File: src/rtl/irqc_pkg.sv
package irqc_pkg;

  // Kind of register write seen on the port
  typedef enum logic [1:0] {
    CMD_NONE    = 2'd0,
    CMD_MASK    = 2'd1,
    CMD_PRIO    = 2'd2,
    CMD_SPECIAL = 2'd3
  } cmd_kind_e;

  // Code field values of the priority command word (bits [7:5])
  localparam logic [2:0] OP_EOI_TOP = 3'b001;
  localparam logic [2:0] OP_EOI_LVL = 3'b011;

  typedef struct packed {
    cmd_kind_e  kind;
    logic [2:0] op;
    logic [2:0] level;
  } cmd_t;

endpackage

File: src/rtl/irqc_cmd_decode.sv
module irqc_cmd_decode
  import irqc_pkg::*;
#(
  parameter int DATA_W = 8
) (
  input  logic              wr_en,
  input  logic              addr,
  input  logic [DATA_W-1:0] wr_data,
  output cmd_t              cmd
);

  // Field positions are fixed by the command word layout
  localparam int SEL_HI = 4;
  localparam int SEL_LO = 3;

  always_comb begin
    cmd.op    = wr_data[7:5];
    cmd.level = wr_data[2:0];
    if (!wr_en) begin
      cmd.kind = CMD_NONE;
    end else if (addr) begin
      cmd.kind = CMD_MASK;
    end else if (wr_data[SEL_HI]) begin
      cmd.kind = CMD_NONE;
    end else if (wr_data[SEL_LO]) begin
      cmd.kind = CMD_SPECIAL;
    end else begin
      cmd.kind = CMD_PRIO;
    end
  end

endmodule

File: src/rtl/irqc_req_sync.sv
module irqc_req_sync #(
  parameter int N = 8
) (
  input  logic         clk,
  input  logic         rst,
  input  logic [N-1:0] irq_in,
  output logic [N-1:0] rise
);

  for (genvar g = 0; g < N; g++) begin : g_line
    logic s1_q;
    logic s2_q;
    logic prev_q;

    always_ff @(posedge clk) begin
      if (rst) begin
        s1_q   <= 1'b0;
        s2_q   <= 1'b0;
        prev_q <= 1'b0;
      end else begin
        s1_q   <= irq_in[g];
        s2_q   <= s1_q;
        prev_q <= s2_q;
      end
    end

    assign rise[g] = s2_q & ~prev_q;

    AST_RISE_SINGLE: assert property (@(posedge clk) disable iff (rst)
      rise[g] |=> !rise[g]);
  end

endmodule

File: src/rtl/irqc_prio_pick.sv
module irqc_prio_pick #(
  parameter int N     = 8,
  parameter int IDX_W = $clog2(N)
) (
  input  logic [N-1:0]     vec,
  output logic             any,
  output logic [IDX_W-1:0] idx
);

  // Lowest index wins
  always_comb begin
    any = |vec;
    idx = '0;
    for (int i = N - 1; i >= 0; i--) begin
      if (vec[i]) idx = IDX_W'(i);
    end
  end

endmodule

File: src/rtl/irq_mask_core.sv
module irq_mask_core
  import irqc_pkg::*;
#(
  parameter int NUM_LINES = 8,
  parameter int DATA_W    = 8
) (
  input  logic                          clk,
  input  logic                          rst,
  input  logic                          wr_en,
  input  logic                          rd_en,
  input  logic                          addr,
  input  logic [DATA_W-1:0]             wr_data,
  output logic [DATA_W-1:0]             rd_data,
  input  logic [NUM_LINES-1:0]          irq_in,
  input  logic                          inta,
  output logic                          irq_out,
  output logic                          vec_valid,
  output logic [$clog2(NUM_LINES)-1:0]  vec_idx
);

  localparam int IDX_W = $clog2(NUM_LINES);

  function automatic logic [NUM_LINES-1:0] bit_at(input logic [IDX_W-1:0] i);
    bit_at    = '0;
    bit_at[i] = 1'b1;
  endfunction

  cmd_t                 cmd;
  logic [NUM_LINES-1:0] rise;
  logic [NUM_LINES-1:0] imr;
  logic [NUM_LINES-1:0] irr;
  logic [NUM_LINES-1:0] isr;
  logic [NUM_LINES-1:0] pend;
  logic                 pend_any;
  logic [IDX_W-1:0]     pend_idx;
  logic                 serv_any;
  logic [IDX_W-1:0]     serv_idx;
  logic                 eligible;
  logic                 take;
  logic                 mask_we;
  logic                 eoi_top;
  logic                 eoi_lvl;
  logic [NUM_LINES-1:0] ack_bits;
  logic [NUM_LINES-1:0] eoi_bits;

  irqc_cmd_decode #(.DATA_W(DATA_W)) u_dec (
    .wr_en   (wr_en),
    .addr    (addr),
    .wr_data (wr_data),
    .cmd     (cmd)
  );

  irqc_req_sync #(.N(NUM_LINES)) u_sync (
    .clk    (clk),
    .rst    (rst),
    .irq_in (irq_in),
    .rise   (rise)
  );

  assign pend = irr & ~imr;

  irqc_prio_pick #(.N(NUM_LINES), .IDX_W(IDX_W)) u_pick_pend (
    .vec (pend),
    .any (pend_any),
    .idx (pend_idx)
  );

  irqc_prio_pick #(.N(NUM_LINES), .IDX_W(IDX_W)) u_pick_serv (
    .vec (isr),
    .any (serv_any),
    .idx (serv_idx)
  );

  assign mask_we  = (cmd.kind == CMD_MASK);
  assign eoi_top  = (cmd.kind == CMD_PRIO) && (cmd.op == OP_EOI_TOP);
  assign eoi_lvl  = (cmd.kind == CMD_PRIO) && (cmd.op == OP_EOI_LVL);
  assign eligible = pend_any && (!serv_any || (pend_idx < serv_idx));
  assign take     = inta && eligible;
  assign ack_bits = take ? bit_at(pend_idx) : '0;

  always_comb begin
    eoi_bits = '0;
    if (eoi_top && serv_any) eoi_bits = bit_at(serv_idx);
    else if (eoi_lvl)        eoi_bits = bit_at(IDX_W'(cmd.level));
  end

  always_ff @(posedge clk) begin
    if (rst) begin
      imr       <= '0;
      irr       <= '0;
      isr       <= '0;
      irq_out   <= 1'b0;
      vec_valid <= 1'b0;
      vec_idx   <= '0;
      rd_data   <= '0;
    end else begin
      if (mask_we) imr <= wr_data[NUM_LINES-1:0];
      irr       <= (irr & ~ack_bits) | rise;
      isr       <= (isr & ~eoi_bits) | ack_bits;
      irq_out   <= eligible;
      vec_valid <= take;
      if (take) vec_idx <= pend_idx;
      rd_data   <= (rd_en && addr) ? DATA_W'(imr) : '0;
    end
  end

  AST_MASK_LOAD: assert property (@(posedge clk) disable iff (rst)
    mask_we |=> (imr == $past(wr_data[NUM_LINES-1:0])));
  AST_RD_EVEN_ZERO: assert property (@(posedge clk) disable iff (rst)
    (rd_en && !addr) |=> (rd_data == '0));
  AST_IRR_STICKY: assert property (@(posedge clk) disable iff (rst)
    !inta |=> ((irr & $past(irr)) == $past(irr)));
  AST_IRQ_HAS_SOURCE: assert property (@(posedge clk) disable iff (rst)
    irq_out |-> $past(pend_any));
  AST_VEC_FROM_ACK: assert property (@(posedge clk) disable iff (rst)
    vec_valid |-> $past(inta));
  AST_VEC_IN_SERVICE: assert property (@(posedge clk) disable iff (rst)
    vec_valid |-> isr[vec_idx]);
  AST_ISR_HOLD: assert property (@(posedge clk) disable iff (rst)
    !(eoi_top || eoi_lvl) |=> ((isr & $past(isr)) == $past(isr)));

endmodule

File: config.mk
export PLATFORM = sky130hd
export DESIGN_NAME = irq_mask_core
export DESIGN_NICKNAME = d
export VERILOG_FILES = /design/src/rtl/irqc_pkg.sv /design/src/rtl/irqc_cmd_decode.sv /design/src/rtl/irqc_req_sync.sv /design/src/rtl/irqc_prio_pick.sv /design/src/rtl/irq_mask_core.sv
export SDC_FILE = /design/constraint.sdc
export NUM_CORES = 1
export LEC_CHECK = 0
export ABC_AREA = 1
export CAP_MARGIN = 5
export CELL_PAD_IN_SITES_DETAIL_PLACEMENT = 2
export CELL_PAD_IN_SITES_GLOBAL_PLACEMENT = 2
export CORE_MARGIN = 5
export CORE_UTILIZATION = 33
export DETAILED_ROUTE_END_ITERATION = 8
export PLACE_DENSITY = 0.8
export RECOVER_POWER = 25
export SETUP_SLACK_MARGIN = 0.05
export SYNTH_ARGS = -nofsm -noshare
export SYNTH_HDL_FRONTEND = slang
export SYNTH_SLANG_ARGS = --single-unit
File: constraint.sdc
create_clock -name clk -period 4.6 [get_ports clk]
set_input_delay 0.92 -clock clk [delete_from_list [all_inputs] [get_ports clk]]
set_output_delay 0.92 -clock clk [all_outputs]
set_load 0.005 [all_outputs]
# After elaboration in Yosys (flattened, before gate mapping)
# Cells that the tools add are included.
dict set report word_totals {
  regBits 61
  word_cells 110
  memories 0
  mem_bits_ro 0
  mem_bits_rw 0
  input_bits 22
  output_inout_bits 13
  latchBits 0
}
dict set report op_classes {
  div 0
  reduce_logical 14
  n_mul 0
  order_cmp 7
  shift 0
  bitwise 25
  add_sub_neg 0
  n_mux 29
  eq_ne 4
}
# operator n
set op_table {}
lappend op_table {{$mux 3} 16}
lappend op_table {{$and 8x8->8} 3}
lappend op_table {{$mux 8} 3}
lappend op_table {{$not 8->8} 3}
lappend op_table {{$or 8x8->8} 2}
lappend op_table {{$reduce_or 8->1} 2}
lappend op_table {{$lt 3x4->1 const B} 3}
lappend op_table {{$demux 1 s3} 3}
lappend op_table {{$ge 3x1->1 const B} 3}
lappend op_table {{$logic_and 1x1->1} 9}
lappend op_table {{$not 1->1} 9}
lappend op_table {{$and 1x1->1} 8}
lappend op_table {{$mux 2} 3}
lappend op_table {{$mux 1} 4}
lappend op_table {{$eq 3x1->1 const B} 1}
lappend op_table {{$eq 3x2->1 const B} 1}
lappend op_table {{$lt 3x3->1} 1}
lappend op_table {{$eq 2x1->1 const B} 1}
lappend op_table {{$eq 2x2->1 const B} 1}
lappend op_table {{$reduce_or 2->1} 1}
lappend op_table {{$logic_not 1->1} 1}
lappend op_table {{$logic_or 1x1->1} 1}

# Logic depth before layout (Yosys ltp)
dict set report depth {
  word_depth 18
  depth_mapped 17
  ltp_nobuf 17
}

# By module
# From an unflattened synthesis, not the netlist that was laid out.
dict set report unflattened {
  cells_unflattened 368
  area_unflattened_um2 2667.6
}
# module area_each_um2 cells_per_inst instances
set modules_own_cells {}
lappend modules_own_cells {irq_mask_core 1687.9 230 1}
lappend modules_own_cells {irqc_req_sync 713.2 82 1}
lappend modules_own_cells {irqc_prio_pick 98.8 22 2}
lappend modules_own_cells {irqc_cmd_decode 68.8 12 1}

# Worst setup path before layout
# OpenSTA, ideal clock, no wires.
dict set report synth_timing {
  path_type {input port to flip-flop}
  startpoint {input port wr_data[3]}
  endpoint {register isr[1]}
  setup_slack_ns 2.613
  setup_ns 0.135
  required_ns 4.465
  t_arrival_ns 1.852
  cell_stages 6
  path_buffers 0
  cell_sequence {nor2_1 nand3b_1 nor3_1 nand4_1 o221ai_1 a21oi_2}
}
dict set report synth_between {
  elab_chain_cells 11
}
# item line
set synth_lines {}
lappend synth_lines {{from (decl)} irq_mask_core.sv:12} ;# input logic [DATA_W-1:0] wr_data,
lappend synth_lines {{$mux 1 (*)} irqc_cmd_decode.sv:25} ;# end else if (wr_data[SEL_LO]) begin
lappend synth_lines {{$mux 2 (*)} irqc_cmd_decode.sv:23} ;# end else if (wr_data[SEL_HI]) begin
lappend synth_lines {{$mux 2 (*)} irqc_cmd_decode.sv:21} ;# end else if (addr) begin
lappend synth_lines {{$mux 2 (*)} irqc_cmd_decode.sv:19} ;# if (!wr_en) begin
lappend synth_lines {{$eq 2x2->1 (*)} {irq_mask_core.sv:75, irq_mask_core.sv:76}}
lappend synth_lines {{$logic_and 1x1->1 (on tied branches)} {irq_mask_core.sv:76, irq_mask_core.sv:75}}
lappend synth_lines {{$mux 8 / $logic_and 1x1->1 (equally long branches)} {irq_mask_core.sv:84, irq_mask_core.sv:83}}
lappend synth_lines {{$mux 8 (*)} irq_mask_core.sv:83} ;# if (eoi_top && serv_any) eoi_bits = bit_at(serv_idx);
lappend synth_lines {{$not 8->8 (*)} irq_mask_core.sv:99} ;# isr <= (isr & ~eoi_bits) | ack_bits;
lappend synth_lines {{$and 8x8->8 (*)} irq_mask_core.sv:99}
lappend synth_lines {{$or 8x8->8 (*)} irq_mask_core.sv:99}
lappend synth_lines {{to (signal assigned)} irq_mask_core.sv:99}
lappend synth_lines {{to (decl)} irq_mask_core.sv:32} ;# logic [NUM_LINES-1:0] isr;
# Mark *: on every way between the ends. The rest lies on a longest branch, timed or not.
# A chain may end at the register's enable or synchronous reset.

# Final worst setup path
dict set report layout_timing {
  startpoint {register imr[4]}
  endpoint {register isr[7]}
}
dict set report layout_between {
  elab_chain_cells 13
}
# item line
set layout_lines {}
lappend layout_lines {{from (decl)} irq_mask_core.sv:30} ;# logic [NUM_LINES-1:0] imr;
lappend layout_lines {{from (signal assigned)} irq_mask_core.sv:97} ;# if (mask_we) imr <= wr_data[NUM_LINES-1:0];
lappend layout_lines {{$not 8->8 (*)} irq_mask_core.sv:60} ;# assign pend = irr & ~imr;
lappend layout_lines {{$and 8x8->8 (*)} irq_mask_core.sv:60}
lappend layout_lines {{$mux 3 (*) (5 in a row)} irqc_prio_pick.sv:15} ;# if (vec[i]) idx = IDX_W'(i);
lappend layout_lines {{net pend_idx[2]} irq_mask_core.sv:35} ;# logic [IDX_W-1:0] pend_idx;
lappend layout_lines {{$lt 3x4->1 (implied by the code), or another cell as far along} irq_mask_core.sv:25} ;# bit_at[i] = 1'b1;
lappend layout_lines {{$logic_and 1x1->1 (implied by the code) / $logic_or 1x1->1 (equally long branches)} {irq_mask_core.sv:25, irq_mask_core.sv:77}}
lappend layout_lines {{$mux 1 (implied by the code) / $logic_and 1x1->1 (equally long branches)} {irq_mask_core.sv:25, irq_mask_core.sv:77}}
lappend layout_lines {{$demux 1 s3 / $logic_and 1x1->1 (equally long branches)} {irq_mask_core.sv:25, irq_mask_core.sv:78}}
lappend layout_lines {{$mux 8 (*)} irq_mask_core.sv:79} ;# assign ack_bits = take ? bit_at(pend_idx) : '0;
lappend layout_lines {{$or 8x8->8 (*)} irq_mask_core.sv:99}
# Mark *: on every way through the listed nets, which the timed path passes. The rest lies on a longest branch.

==> results_dict.tcl <==
set metrics [dict create \
    cts_sinks 61 \
    slew_viol_final 0 \
    nets 410 \
    cpPeakStageDelay_ns 0.36 \
    postSynthCellCount 349 \
    ios 35 \
    postCtsSetupBuffers 0 \
    antenna_found_initial 0 \
    slew_headroom_pct 45.4 \
    drcViolationCount 0 \
    dieArea_mm2 0.00986 \
    fin_crit_ns 2.47 \
    cts_buffer_depth 2 \
    htree_num_levels 3 \
    cts.repair.resized 0 \
    setup_viol 0 \
    synthTopCellsByCount "74 x inv_1, 69 x nor2_1, 67 x nand2_1" \
    track_usage_pct 15.3 \
    ys_seq_elements 61 \
    fin_crit_sh_pct 53.7 \
    irDropWorstVdd_mv 0.144 \
    critPathRequiredTime_ns 4.86 \
    maxCapViolations 0 \
    drt_pass1_iterations 4 \
    grt_pass1_vias 2491 \
    worstPathArrival_ns 2.73 \
    drive_above_1_share_pct 8.76 \
    rows 32 \
    core_mm2 0.00777 \
    skew_ns 0.0107 \
    grt_first_pass_wirelength_um 11700 \
    cp-end-kind "flop" \
    hold_class "reg2reg" \
    power_density_mw_per_mm2 396 \
    antenna_left 0 \
    syn_area_mm2 0.00263 \
    yosysMostFrequentCell "inv_1" \
    critPathLaunchType "flop" \
    grt_overflow 0 \
    syn_avg_cell_area_um2 7.54 \
    synth_cell_types 27 \
    fin_setup_tns_ns 0 \
    cts_buffers 9 \
    die_w_um 99.3 \
    drt-initial-drc-count 60 \
    antennaDiodeCount 0 \
    yosys.area.top_type "dfxtp_1" \
    ys_seq_area_share_pct 46.4 \
    synthFlopType "dfxtp_1" \
    die_h_um 99.3 \
    slowest_stage "nor3_1" \
    synthArstFlopShare_pct 0 \
    syn_nets 373 \
    power_leakage_nw 1.35 \
    hold_viol_final 0 \
    rsz0062_at_grt "false" \
    post-dp-hpwl_um 5260 \
    io_buffers 34 \
    cts-root-buf "clkbuf_8" \
    initial_core_util_pct 33.9 \
    gp_congestion 0.841 \
    via_per_inst 4.67 \
    yosys-top-cells-area "dfxtp_1 46%, inv_1 11%, nor2_1 9.8%, nand2_1 9.6%, nand4_4 4.8%" \
    area_growth_pct 21.9 \
    final_util_pct 41.3 \
    tritoncts "built" \
    num_vias 2289 \
    grt_max_degree 45 \
    cts_hold_buf 0 \
    wl_per_cell_um 14.2 \
    totalWireLength_um 6980 \
    max_freq_mhz 405 \
    path_class "reg2reg" \
    tightest_slew_ns 0.817 \
    worstPathMaxFanout 13 \
    synth-edff-count 0 \
    outcome "finished, final reports clean" \
    yosysWarningCount 0 \
    crit_chain "inv_1 -> nand2_1 -> nand2_1 -> nor2_1 -> nor3_1 -> ha_1 -> a21oi_1 -> nand2_2 -> nand2_4 -> nand4_1 -> a21oi_1" \
    clkTransAtPathRegs_ns 0.07 \
    synth_top_area_share_pct 46.4 \
    clock_latency_ns 0.34 \
]
[metrics by stage]
step / area (um2) / worst slack (ns) / hold slack [ns] / std cells / total power [mW]
after floorplan: 2630 / 2.61 / 0.388 / 349 / 0.774
after global placement: 3040 / 1.88 / 0.390 / 477 / 0.833
after detailed placement: 3040 / 1.84 / 0.402 / 477 / 0.845
after CTS: 3210 / 2.13 / 0.412 / 490 / 1.29
after global routing: 3210 / 1.95 / 0.420 / 490 / 1.34
final: 3210 / 2.13 / 0.405 / 490 / 1.27
[flip-flops by register name (all words and copies together) (netlist names)]
register,flops
imr,8
irq_out,1
irr,8
isr,8
rd_data,8
u_sync.g_line.prev_q,8
u_sync.g_line.s1_q,8
u_sync.g_line.s2_q,8
vec_idx,3
vec_valid,1
[logic make-up after synthesis]
kind of cell    count (synthesis)  share of synthesized area, %
simple gates                  169                          30.9
buf+inv                        83                          13.1
flops                          61                          46.4
compound gates                 34                          8.65
fa+ha+maj                       2                         0.950
[area by class of cell]
class | count | area, um2
inverter | 74 | 278
clock inverter | 3 | 40.0
clock buffer | 10 | 128
sequential | 61 | 1220
multi-input combinational | 205 | 1070
fill | 903 | 4560
tap | 102 | 128
timing repair buffer | 35 | 348
[worst max-delay path: cells and delay by family, from the launching register on]
| kind | cells | cell delay (ns) |
|---|---|---|
| AND/OR/NAND/NOR | 7 | 1.21 |
| adder cells (fa/ha/maj) | 1 | 0.33 |
| AO/OA/AOI/OAI | 2 | 0.44 |
| flip-flops | 1 | 0.31 |
| buffers and inverters | 1 | 0.12 |
[placed cells by master, fill, tap and decap left out]
cell,n
inv_1,74
nor2_1,69
nand2_1,67
dfxtp_1,61
clkdlybuf4s50_1,33
a21oi_1,10
nand4_1,9
clkbuf_8,9
o21ai_0,8
nand4_4,6
a21oi_2,6
nand3_1,5
nand2_2,4
nor3_1,3
o211ai_1,3
o221ai_1,3
nand2_4,2
nand3b_1,2
ha_1,2
clkinv_2,2
o21ai_1,1
nor2_2,1
o21bai_1,1
a21oi_4,1
nand3_2,1
a211oi_1,1
clkbuf_1,1
bufinv_16,1
dlygate4sd3_1,1
buf_4,1
[path summary, 6_finish.rpt]
check / start / end / slack [ns] / depth (start not counted)
hold reg to reg: u_sync.g_line[0].s1_q$_SDFF_PP0_ / u_sync.g_line[0].s2_q$_SDFF_PP0_ / 0.41 / 2
hold / removal: u_sync.g_line[0].s1_q$_SDFF_PP0_ / u_sync.g_line[0].s2_q$_SDFF_PP0_ / 0.41 / 2
setup reg to reg: imr[4]$_SDFFE_PP0N_ / isr[7]$_SDFF_PP0_ / 2.13 / 11
setup / recovery: imr[4]$_SDFFE_PP0N_ / isr[7]$_SDFF_PP0_ / 2.13 / 11
[report_power, final]
part	switching, mW	internal, mW	leakage [nW]
Sequential	0.0149	0.560	0.500
Clock	0.198	0.239	0.0878
Combinational	0.166	0.0906	0.767
[routing by layer]
metal	GRT usage [%]	up-vias	wire length [um]
li1	-	1136	-
met1	18.6	1110	3240
met2	25.8	33	3390
met3	4.14	10	252
met4	5.36	0	95
met5	0	-	0
(Power assumes the default switching activity.)
